<file path="config.mk">
export PLATFORM = sky130hd
export DESIGN_NAME = cg_req_ctrl
export DESIGN_NICKNAME = d
export VERILOG_FILES = /design/src/rtl/cg_req_pkg.sv /design/src/rtl/cg_key_merge.sv /design/src/rtl/cg_gate_seq.sv /design/src/rtl/cg_rd_mux.sv /design/src/rtl/cg_req_ctrl.sv
export SDC_FILE = /design/constraint.sdc
export NUM_CORES = 1
export LEC_CHECK = 0
export BUFFER_PORTS_ARGS = -buffer_cell sky130_fd_sc_hd__buf_2
export CAP_MARGIN = 20
export CORE_ASPECT_RATIO = 1.1
export CORE_MARGIN = 3
export CORE_UTILIZATION = 45
export DETAILED_ROUTE_END_ITERATION = 10
export GPL_TIMING_DRIVEN = 0
export PLACE_DENSITY = 0.77
export SLEW_MARGIN = 30
export SYNTH_ARGS = -nofsm -noshare
export SYNTH_HDL_FRONTEND = slang
export SYNTH_HIERARCHICAL = 1
export SYNTH_SLANG_ARGS = --single-unit
</file>
<file path="constraint.sdc">
create_clock -name clk -period 1.5 [get_ports clk]
set_input_delay 0 -clock clk [delete_from_list [all_inputs] [get_ports clk]]
set_output_delay 0 -clock clk [all_outputs]
set_load 0.1 [all_outputs]
</file>
<file path="src/rtl/cg_req_pkg.sv">
package cg_req_pkg;

    localparam int REG_ADDR_W = 2;
    localparam int KEY_W      = 4;

    localparam logic [KEY_W-1:0] KEY_SET = 4'h5;
    localparam logic [KEY_W-1:0] KEY_CLR = 4'h2;

    typedef enum logic [REG_ADDR_W-1:0] {
        SEL_REQ  = 2'd0,
        SEL_CFG  = 2'd1,
        SEL_STAT = 2'd2,
        SEL_RSV  = 2'd3
    } reg_sel_e;

    typedef enum logic [1:0] {
        OP_PLAIN,
        OP_SET,
        OP_CLR
    } wr_op_e;

    typedef enum logic [2:0] {
        GS_OFF,    // gated, no handshake pending
        GS_ON,     // clock running
        GS_DRAIN,  // clock running, waiting for idle acknowledge
        GS_PARK,   // gated after acknowledge
        GS_WAKE    // clock running, waiting for acknowledge to fall
    } gate_st_e;

    typedef struct packed {
        logic en;
        logic idle;
    } gate_out_t;

    function automatic wr_op_e key_to_op(input logic [KEY_W-1:0] key);
        if (key == KEY_SET)      return OP_SET;
        else if (key == KEY_CLR) return OP_CLR;
        else                     return OP_PLAIN;
    endfunction

    function automatic gate_out_t gate_outputs(input gate_st_e st);
        gate_out_t o;
        unique case (st)
            GS_OFF:   o = '{en: 1'b0, idle: 1'b0};
            GS_ON:    o = '{en: 1'b1, idle: 1'b0};
            GS_DRAIN: o = '{en: 1'b1, idle: 1'b1};
            GS_PARK:  o = '{en: 1'b0, idle: 1'b1};
            GS_WAKE:  o = '{en: 1'b1, idle: 1'b0};
            default:  o = '{en: 1'b0, idle: 1'b0};
        endcase
        return o;
    endfunction

endpackage

</file>
<file path="src/rtl/cg_key_merge.sv">
module cg_key_merge
    import cg_req_pkg::*;
#(
    parameter int N_ENG = 5
) (
    input  logic [KEY_W-1:0] key,
    input  logic [N_ENG-1:0] wbits,
    input  logic [N_ENG-1:0] cur,
    output logic [N_ENG-1:0] nxt
);
    wr_op_e op;

    always_comb begin
        op = key_to_op(key);
        unique case (op)
            OP_SET:  nxt = cur | wbits;
            OP_CLR:  nxt = cur & ~wbits;
            default: nxt = wbits;
        endcase
    end
endmodule

</file>
<file path="src/rtl/cg_gate_seq.sv">
module cg_gate_seq
    import cg_req_pkg::*;
(
    input  logic clk,
    input  logic rst,
    input  logic run_req,
    input  logic hs_mode,
    input  logic ack,
    output logic en,
    output logic idle
);
    gate_st_e  st_q, st_d;
    gate_out_t outs;

    always_comb begin
        st_d = st_q;
        unique case (st_q)
            GS_OFF:   if (run_req) st_d = GS_ON;
            GS_ON:    if (!run_req) st_d = hs_mode ? GS_DRAIN : GS_OFF;
            GS_DRAIN: begin
                if (run_req)  st_d = GS_WAKE;
                else if (ack) st_d = GS_PARK;
            end
            GS_PARK:  if (run_req) st_d = GS_WAKE;
            GS_WAKE: begin
                if (!ack) begin
                    if (run_req)      st_d = GS_ON;
                    else if (hs_mode) st_d = GS_DRAIN;
                    else              st_d = GS_OFF;
                end
            end
            default:  st_d = GS_OFF;
        endcase
    end

    always_ff @(posedge clk) begin
        if (rst) st_q <= GS_OFF;
        else     st_q <= st_d;
    end

    always_comb begin
        outs = gate_outputs(st_q);
        en   = outs.en;
        idle = outs.idle;
    end
endmodule

</file>
<file path="src/rtl/cg_rd_mux.sv">
module cg_rd_mux
    import cg_req_pkg::*;
#(
    parameter int N_ENG  = 5,
    parameter int DATA_W = 32
) (
    input  logic [REG_ADDR_W-1:0] addr,
    input  logic [N_ENG-1:0]      req_bits,
    input  logic [N_ENG-1:0]      cfg_bits,
    input  logic [N_ENG-1:0]      stat_bits,
    output logic [DATA_W-1:0]     rdata
);
    localparam int PAD_W = DATA_W - N_ENG;

    always_comb begin
        unique case (reg_sel_e'(addr))
            SEL_REQ:  rdata = {{PAD_W{1'b0}}, req_bits};
            SEL_CFG:  rdata = {{PAD_W{1'b0}}, cfg_bits};
            SEL_STAT: rdata = {{PAD_W{1'b0}}, stat_bits};
            default:  rdata = '0;
        endcase
    end
endmodule

</file>
<file path="src/rtl/cg_req_ctrl.sv">
module cg_req_ctrl
    import cg_req_pkg::*;
#(
    parameter int N_ENG  = 5,
    parameter int DATA_W = 32
) (
    input  logic                  clk,
    input  logic                  rst,
    input  logic                  reg_valid,
    input  logic                  reg_write,
    input  logic [REG_ADDR_W-1:0] reg_addr,
    input  logic [DATA_W-1:0]     reg_wdata,
    output logic [DATA_W-1:0]     reg_rdata,
    input  logic [N_ENG-1:0]      idle_ack,
    output logic [N_ENG-1:0]      clk_en,
    output logic [N_ENG-1:0]      idle_req
);
    localparam int KEY_LSB = DATA_W - KEY_W;

    logic [N_ENG-1:0] req_q, req_d;
    logic [N_ENG-1:0] cfg_q;
    logic             wr_req, wr_cfg;

    assign wr_req = reg_valid && reg_write && (reg_sel_e'(reg_addr) == SEL_REQ);
    assign wr_cfg = reg_valid && reg_write && (reg_sel_e'(reg_addr) == SEL_CFG);

    cg_key_merge #(.N_ENG(N_ENG)) merge_i (
        .key   (reg_wdata[KEY_LSB +: KEY_W]),
        .wbits (reg_wdata[N_ENG-1:0]),
        .cur   (req_q),
        .nxt   (req_d)
    );

    always_ff @(posedge clk) begin
        if (rst) begin
            req_q <= '0;
            cfg_q <= '0;
        end else begin
            if (wr_req) req_q <= req_d;
            if (wr_cfg) cfg_q <= reg_wdata[N_ENG-1:0];
        end
    end

    for (genvar g = 0; g < N_ENG; g++) begin : g_eng
        cg_gate_seq seq_i (
            .clk     (clk),
            .rst     (rst),
            .run_req (req_q[g]),
            .hs_mode (cfg_q[g]),
            .ack     (idle_ack[g]),
            .en      (clk_en[g]),
            .idle    (idle_req[g])
        );
    end

    cg_rd_mux #(.N_ENG(N_ENG), .DATA_W(DATA_W)) rd_i (
        .addr      (reg_addr),
        .req_bits  (req_q),
        .cfg_bits  (cfg_q),
        .stat_bits (clk_en),
        .rdata     (reg_rdata)
    );
endmodule

</file>
### Word-level counts from Yosys, hierarchy flattened

Index checks and enable logic that the tools add are counted.

* bits in latches: 0
* register bits after elaboration: 25
* output and inout bits: 42
* RAM bits: 0
* memories kept: 0
* logic and storage cells: 134
* input bits: 43
* ROM bits: 0

* equality and inequality tests: 51
* $add $sub $neg: 0
* $lt $le $gt $ge: 0
* mux-type cells: 54
* bitwise gates (word level): 3
* $mul: 0
* reductions and logical operators: 19
* div/mod/pow operators: 0
* shift-type cells: 0

Operator list (count)
* 2-to-1 mux 3 bit: 35
* one-hot mux 3 bit (5 select lines): 5
* inequality test 2 bit, second input constant: 20
* equality test 3 x 2 -> 1 bit, second input constant: 10
* one-hot mux 2 bit (3 select lines): 5
* AND reduction 5 bit: 5
* equality test 3 x 1 -> 1 bit, second input constant: 5
* equality test 3 bit, second input constant: 5
* logical NOT 3 bit: 5
* inequality test 3 bit, second input constant: 5
* one-hot mux 5 bit (3 select lines): 1
* 2-to-1 mux 2 bit: 7
* one-hot mux 5 bit (2 select lines): 1
* OR reduction 2 bit: 5
* AND 5 bit: 1
* NOT 5 bit: 1
* bitwise OR 5 bit: 1
* equality test 2 x 1 -> 1 bit, second input constant: 2
* equality test 2 bit, second input constant: 2
* equality test 4 x 2 -> 1 bit, second input constant: 1
* equality test 4 x 3 -> 1 bit, second input constant: 1
* logical AND 1 bit: 3
* logical NOT 2 bit: 1

### Longest topological paths before layout

Gate-level depths: netlist of the first run.

* depth in word-level cells: 5
* gate-level depth with buffers: 5
* mapped depth without buffers: 5

### By module

The synthesis of the first run kept the hierarchy.

By module, submodules not included
* cg_gate_seq: times used 5, sequential area each 60.1 um^2, cells an instance 20, area an instance 185.2 um^2
* cg_req_ctrl: times used 1, sequential area each 200.2 um^2, cells an instance 46, area an instance 478.0 um^2
* cg_rd_mux: times used 1, sequential area each 0.0 um^2, cells an instance 40, area an instance 321.6 um^2
* cg_key_merge: times used 1, sequential area each 0.0 um^2, cells an instance 18, area an instance 172.7 um^2

### Least setup slack after synthesis of the first run

Ideal clock, no wire load.

* path kind: register to output
* start point: reg g_eng[0].seq_i.st_q[1]
* end point: out reg_rdata[0]
* slack: -2939 ps
* cell stages (with the launch flop): 5
* arrival time: 4439 ps
* required time: 1500 ps
* path buffers: 0
* cells stage by stage: dfxtp_1 nor2b_1 o31a_1 mux2i_1 o2bb2ai_1

* cells in the longest elaborated chain, start to end: 4
* elaborated cells on any way between the ends: 7
* classes of those cells: 4 x eq/ne; 2 x mux; 1 x reduce/logical

Ends and longest elaborated chain
* start, declared: RTL line cg_gate_seq.sv:12 `gate_st_e st_q, st_d;`
* start signal, assigned: RTL line cg_gate_seq.sv:38 `else st_q <= st_d;`
* equality test 3 x 1 -> 1 bit / equality test 3 bit (equally long branches): RTL line cg_req_pkg.sv:43 `unique case (st)`
* OR reduction 2 bit (no source line)
* one-hot mux 2 bit (3 select lines) (*): RTL line cg_req_pkg.sv:43
* via clk_en[0]: RTL line cg_req_ctrl.sv:15 `output logic [N_ENG-1:0] clk_en,`
* one-hot mux 5 bit (3 select lines) (*): RTL line cg_rd_mux.sv:16 `unique case (reg_sel_e'(addr))`
* end, declared: RTL line cg_req_ctrl.sv:13 `output logic [DATA_W-1:0] reg_rdata,`

The timed path passes the listed nets; every way through them passes the cells marked *.

### Worst setup path in the final report of the first run

* start point: reg g_eng[0].seq_i.st_q[1]
* end point: out reg_rdata[0]

* cells in the longest elaborated chain, start to end: 4
* elaborated cells on any way between the ends: 7
* classes of those cells: 4 x eq/ne; 2 x mux; 1 x reduce/logical

Ends and longest elaborated chain (RTL line)
* equality test 3 x 1 -> 1 bit / equality test 3 bit (equally long branches): cg_req_pkg.sv:43
* OR reduction 2 bit (no source line)
* one-hot mux 2 bit (3 select lines) (*): cg_req_pkg.sv:43
* one-hot mux 5 bit (3 select lines) (*): cg_rd_mux.sv:16

Mark *: on every way between the ends. The rest lies on a longest branch, timed or not.

==> results.md, run 1 <==
- Post-synthesis cell area: around 1900 µm²
- N_diodes: 0
- Maximum VDD drop: around 450 µV
- Via count: ~1.7k
- Final wirelength: 4477 µm
- CTS tree: yes
- Worst Setup Path Type: reg2out
- Initial Utilization: 0.4717
- Total Routing Usage GR: 0.1795
- Required time worst endpoint: 1.50 ns
- Ys Warns: 6
- Cell Pwr Density: 608.7 nW/µm²
- Root buffer cell: clkbuf_8
- Max Fclk: 652.7 MHz
- Core area: 4024 µm²
- Drt via density: 5.137
- Worst setup margin: -0.03212 ns
- Simple-gate area share of the yosys netlist: 0.3204
- XOR/XNOR share of the synthesized area: 0
- TritonCTS buffer count: 3
- Antenna-violating nets left: 0
- Critical path peak fanout: 7
- Share of post-route cells with drive strength above 1: 0.4770
- Leak: 1.142 nW
- Routed len/inst: 13.36 µm
- Critical path capture point type: primary output
- Detailed-route DRC error count: 0
- PortBufs: 34
- Adder-Cell Fraction of Synth Area: 0
- Clock buffer depth: 2
- CP arrival: 1.53 ns
- Syn Area/Cell: 9.304 µm²
- Gate Count Post-Synth: 204
- Num rows: 24
- Unrepaired setup endpoints after global routing: true
- Failing checks: negative setup slack
- Synth top area cells: dfxtp_1 26%, buf_4 11%, nand2b_1 8.2%, mux2i_1 7.9%, nor2b_1 3.3%
- Post-synthesis sequential area ratio: 0.2637
- H-Tree Depth: 1
- Die width: 67.93 µm
- Complex-gate fraction of the synthesized area: 0.2083
- Clock transition at path regs: 0.09 ns
- Tot Pwr: 1.679 mW
- Drt pass-1 iters: 4
- Final #Nets: about 330
- Post-synthesis mux area share: 0.07910
- Vias in the first global route: approximately 1.6k
- Initial antenna violation count: 0
- Startpoint Class: flip-flop
- Pin count of the biggest net entering global routing: 33
- Worst skew pair latency: 0.26 ns
- Period utilisation layout: 1.021
- Hold crit path type: in2reg
- Worst Tran Pin Value: 0.6632 ns
- Share of the synthesized area in the top cell type: 0.2637
- 1st-iter DRT viols: 86
- Die Area: slightly above 5000 µm²
- Status: complete, but fails checks
- Ports: 85
- Setup TNS: -0.1412 ns
- Final Hold Fails: 0
- Total gr overflow: 0
- Max-slew headroom: 0.5569
- First-pass GRT wire length: 7155 µm
- Worst Skew: 0.002941 ns
- DP HPWL: 3078 µm
- Die height: 74.12 µm
- Max Cap Violations: 0
- Synth Register Bits: 25
- Routability cong.: ~0.8
- Crit path time final: between 1.5 and 2 ns
- Final std cells w/o fill: 335
- Fin. max-slew vios: 0
- Placed insts: around 320
- Largest family of logic cells by synthesized area: simple AND/OR/NAND/NOR gates
- Yosys top cell by area: dfxtp_1
- Area growth syn-to-layout: 45.29%
- Final setup viols: 5
- Yosys cell types: 31
- Sink Count: 25
==> report_power, final <==
part	internal, mW	switching [mW]	leakage [nW]
clock network	0.190	0.207	0.0228
registers	0.659	0.0170	0.209
logic	0.166	0.440	0.910
==> placed cells by master, fill, tap and decap left out, types with 6 or more instances in the layout <==
cell / instances
buf_2: 25
buf_4: 40
conb_1: 27
dfxtp_1: 15
dfxtp_4: 7
mux2i_1: 10
nand2b_1: 25
nor2b_4: 7
nor3b_1: 6
o21ai_0: 10
==> synthesized netlist by cell type <==
cell,count
a21o_2,5
a21oi_1,5
a221o_1,4
a221o_2,1
a32o_1,5
and3b_1,5
and4b_1,1
and4bb_1,1
buf_4,28
buf_6,2
clkbuf_1,2
conb_1,1
dfxtp_1,25
mux2i_1,15
nand2b_1,25
nor2_1,5
nor2b_1,10
nor2b_4,1
nor3b_1,6
nor4b_2,1
o21ai_0,10
o21ai_1,5
o22ai_2,5
o2bb2ai_1,5
o31a_1,5
or2_2,5
or3_2,5
or3b_1,5
or3b_4,1
or4b_1,5
or4bb_1,5
==> worst paths after layout <==
| check | slack, ns | from | cells past startpoint | endpoint |
|---|---|---|---|---|
| setup / recovery | -0.03 | g_eng[0].seq_i/st_q[1]$_SDFFE_PP0P_ | 5 | reg_rdata[0] |
| hold / removal | 0.006 | idle_ack[2] | 3 | g_eng[2].seq_i/st_q[2]$_SDFFE_PP0P_ |
| setup reg to reg | 0.19 | g_eng[1].seq_i/st_q[2]$_SDFFE_PP0P_ | 4 | g_eng[1].seq_i/st_q[1]$_SDFFE_PP0P_ |
| hold reg to reg | 0.55 | cfg_q[1]$_SDFFE_PP0P_ | 2 | cfg_q[1]$_SDFFE_PP0P_ |
==> flip-flops by register name, summed over array words and instances, names as in the netlist <==
| register | cells |
|---|---|
| req_q | 5 |
| cfg_q | 5 |
| g_eng.seq_i/st_q | 15 |
==> worst max-delay path: stages, from the launching register on <==
cell	delay, ns
dfxtp_2	0.36
nor2b_4	0.14
o31a_4	0.34
mux2i_4	0.17
o2bb2ai_4	0.09
buf_12	0.17
==> repair_timing <==
item / CTS / global route
hold endpoints to repair: 2 / 0
hold buffers: 2 / 0
setup buffers: 7 / 6
setup endpoints to repair: 8 / 9
pin swaps: 3 / 6
resized for setup: 37 / 7
==> final cells by class <==
class                   count  area [µm²]
clock buffers               4       45.04
repair buffers             49       376.6
multi-input cells         173        1500
plain buffers              32       240.2
fillers                   335        1266
well taps                  52       65.06
flip-flops and latches     25       530.5
==> per-stage QoR <==
stage / hold slack, ns / setup WS [ns] / utilization / cell area, µm²
2_1_floorplan: 0.1451 / -0.4838 / - / 2196
3_3_place_gp: 0.2857 / 0.08517 / 0.6042 / 2431
3_5_place_dp: 0.2895 / 0.008924 / 0.6042 / 2431
4_1_cts: 0.0004546 / -0.05367 / 0.6688 / 2691
5_1_grt: 0.01748 / -0.08002 / 0.6853 / 2758
6_report: 0.006209 / -0.03212 / 0.6853 / 2758
==> cells by family after synthesis <==
| logic type | Yosys count |
|---|---|
| AND/OR/NAND/NOR | 81 |
| buffers and inverters | 32 |
| flip-flops | 25 |
| AO/OA/AOI/OAI | 50 |
| other | 1 |
| multiplexers | 15 |
==> metal layers <==
metal  track usage  wire length, µm
met5             0                0
met4       0.03532               53
met3       0.02115              195
met2        0.3116             2197
met1        0.2389             2031
Power figures use the tool's default switching activity.
==> run 2: changes to the inputs <==
- CORE_ASPECT_RATIO: 1.1 -> 0.5
==> run 2 against run 1 <==
The flow still finishes with violations (negative setup slack). Core utilization increased by 5.6 points. Fmax decreased by 0.92%. Critical path depth unchanged. Clock power rose by 5%. Largest cell class unchanged. Total power up 1.7%. Global-route usage rose by 1.1 points. Die area rose by 0.92%.
==> results.md, run 2 (synthesized netlist as in run 1, its figures left out) <==
- Fin. max-slew vios: 0
- Die width: 97.85 µm
- Flip-flop and latch area: 525.5 µm²
- Total gr overflow: 0
- Max Cap Violations: 0
- Startpoint Class: flip-flop
- Critical Path Max Stage Delay: approximately 0.36 ns
- Most frequent cells in the layout: 34 x buf_4, 27 x conb_1, 25 x nand2b_1, 25 x buf_2, 15 x dfxtp_1
- Drt via density: 5.196
- Area taken by multi-input logic gates: 1500 µm²
- Ports: 85
- Via count: 1,725
- Leading registers by flop count: g_eng.seq_i/st_q x15, cfg_q x5, req_q x5
- Detailed-route DRC error count: 0
- Setup TNS: -0.1887 ns
- Core area: 3735 µm²
- Area growth syn-to-layout: 45.88%
- Number of fill cells: 272
- N_diodes: 0
- Routability cong.: 0.7779
- Util after Layout: 0.7414
- Leak: 1.131 nW
- Crit-path cells: nor2b_1 > o31a_4 > mux2i_4 > o2bb2ai_4 > buf_12
- Max FFs per register: 15
- Worst path slowest cell: dfxtp_4
- Antenna-violating nets left: 0
- Worst skew pair latency: 0.27 ns
- Unrepaired setup endpoints after global routing: true
- GRT Max-Usage Layer: met2
- Crit path time final: 1.546 ns
- Area post-placement: 2430 µm²
- Worst Tran Pin Value: 0.6422 ns
- Die height: 51.93 µm
- Min-delay src: reg_wdata[0]
- Crit path buffers/inverters: 1
- Initial Utilization: 0.5082
- DP HPWL: 3247 µm
- GR Util met3: 0.02945
- Hold crit path type: in2reg
- Max-slew headroom: 0.5709
- Worst Setup Path Type: reg2out
- Most common cell after layout, fill and taps aside: buf_4
- CP arrival: about 1.6 ns
- PortBufs: 34
- Num rows: 15
- Routed len/inst: about 14 µm
- Initial antenna violation count: 0
- Final #Nets: 325
- Worst Skew: 0.0008750 ns
- Final Cell Area: between 2000 and 3000 µm²
- Largest reg by FF count: g_eng.seq_i/st_q
- Clock transition at path regs: 0.09 ns
- Die Area: 5081 µm²
- Grt met1 use: 0.2264
- 1st-iter DRT viols: 39
- Cell Pwr Density: 616.7 nW/µm²
- Maximum VDD drop: slightly above 400 µV
- Critical path peak fanout: 5
- Sink Count: 25
- Final wirelength: roughly 4500 µm
- Share of post-route cells with drive strength above 1: 0.4662
- First-pass GRT wire length: ~7900 µm
- TritonCTS buffer count: 3
- Worst setup margin: -0.04629 ns
- Critical path capture point type: primary output
- Clock buffer depth: 2
- Total Routing Usage GR: 0.1901
- Drt pass-1 iters: 4
- CTS tree: yes
- Status: complete, but fails checks
- Worst setup path start: g_eng[1].seq_i/st_q[2]$_SDFFE_PP0P_
- Failing checks: negative setup slack
- Final setup viols: 5
- Final Hold Fails: 0
- R2R Path Start: req_q[2]$_SDFFE_PP0P_
- Pin count of the biggest net entering global routing: 33
- Placed insts: 315
- Required time worst endpoint: around 1.5 ns
- Largest delay share family, worst path: compound AO/OA/AOI/OAI gates
- Met2 Track Usage GR: 0.3671
- Max Fclk: 646.7 MHz
- Root buffer cell: clkbuf_8
- Final std cells w/o fill: 332
- Period utilisation layout: 1.031
- Vias in the first global route: between 1.5k and 2k
- H-Tree Depth: 1
## run 2: final timing paths
path                      endpoint  slack, ns  cells after the start
max                   reg_rdata[1]      -0.05                      5
min          cfg_q[0]$_SDFFE_PP0P_      0.008                      3
max reg2reg  req_q[2]$_SDFFE_PP0P_       0.25                      4
min reg2reg  cfg_q[4]$_SDFFE_PP0P_       0.55                      2
## run 2: metal layers
metal  up-vias  routed length [µm]  share of wire
li1        862                   -              -
met3         4                 228          0.050
met4         0                  36         0.0079
met2        47                2258           0.50
met5         -                   0              0
met1       812                2012           0.44
## run 2: cell type report
cell class | count | share of cell area
multi-input combinational | 173 | 0.5418
sequential | 25 | 0.1898
timing repair buffer | 47 | 0.1410
buffer | 32 | 0.08676
tap | 51 | 0.02305
clock buffer | 3 | 0.01491
clock inverter | 1 | 0.002711
## run 2: per-stage QoR
step	hold WS, ns	setup WS [ns]	total power, mW
after detailed placement	0.2888	0.06526	1.284
after floorplan	0.1451	-0.4838	1.203
after CTS	0.004466	-0.04744	1.708
after global placement	0.2785	0.09518	1.275
final	0.007908	-0.04629	1.708
after global routing	0.006216	-0.1087	1.778
## run 2: power by group
part	switching (mW)	leakage [nW]	internal (mW)	total [mW]
registers	0.0171	0.208	0.663	0.680
logic	0.442	0.901	0.171	0.613
clock network	0.226	0.0217	0.189	0.414
## run 2: timing repair
item,CTS,global route
buffers inserted,8,0
gates resized for setup,37,4
endpoints found under the setup margin,9,10
hold buffers,5,0
hold endpoints to repair,5,0
## run 2: worst reg2reg max path: cells and delay by family (launching register included)
kind	cells	cell delay, ns
flops	1	0.42
compound gates	2	0.60
simple gates	1	0.07
mux	1	0.06
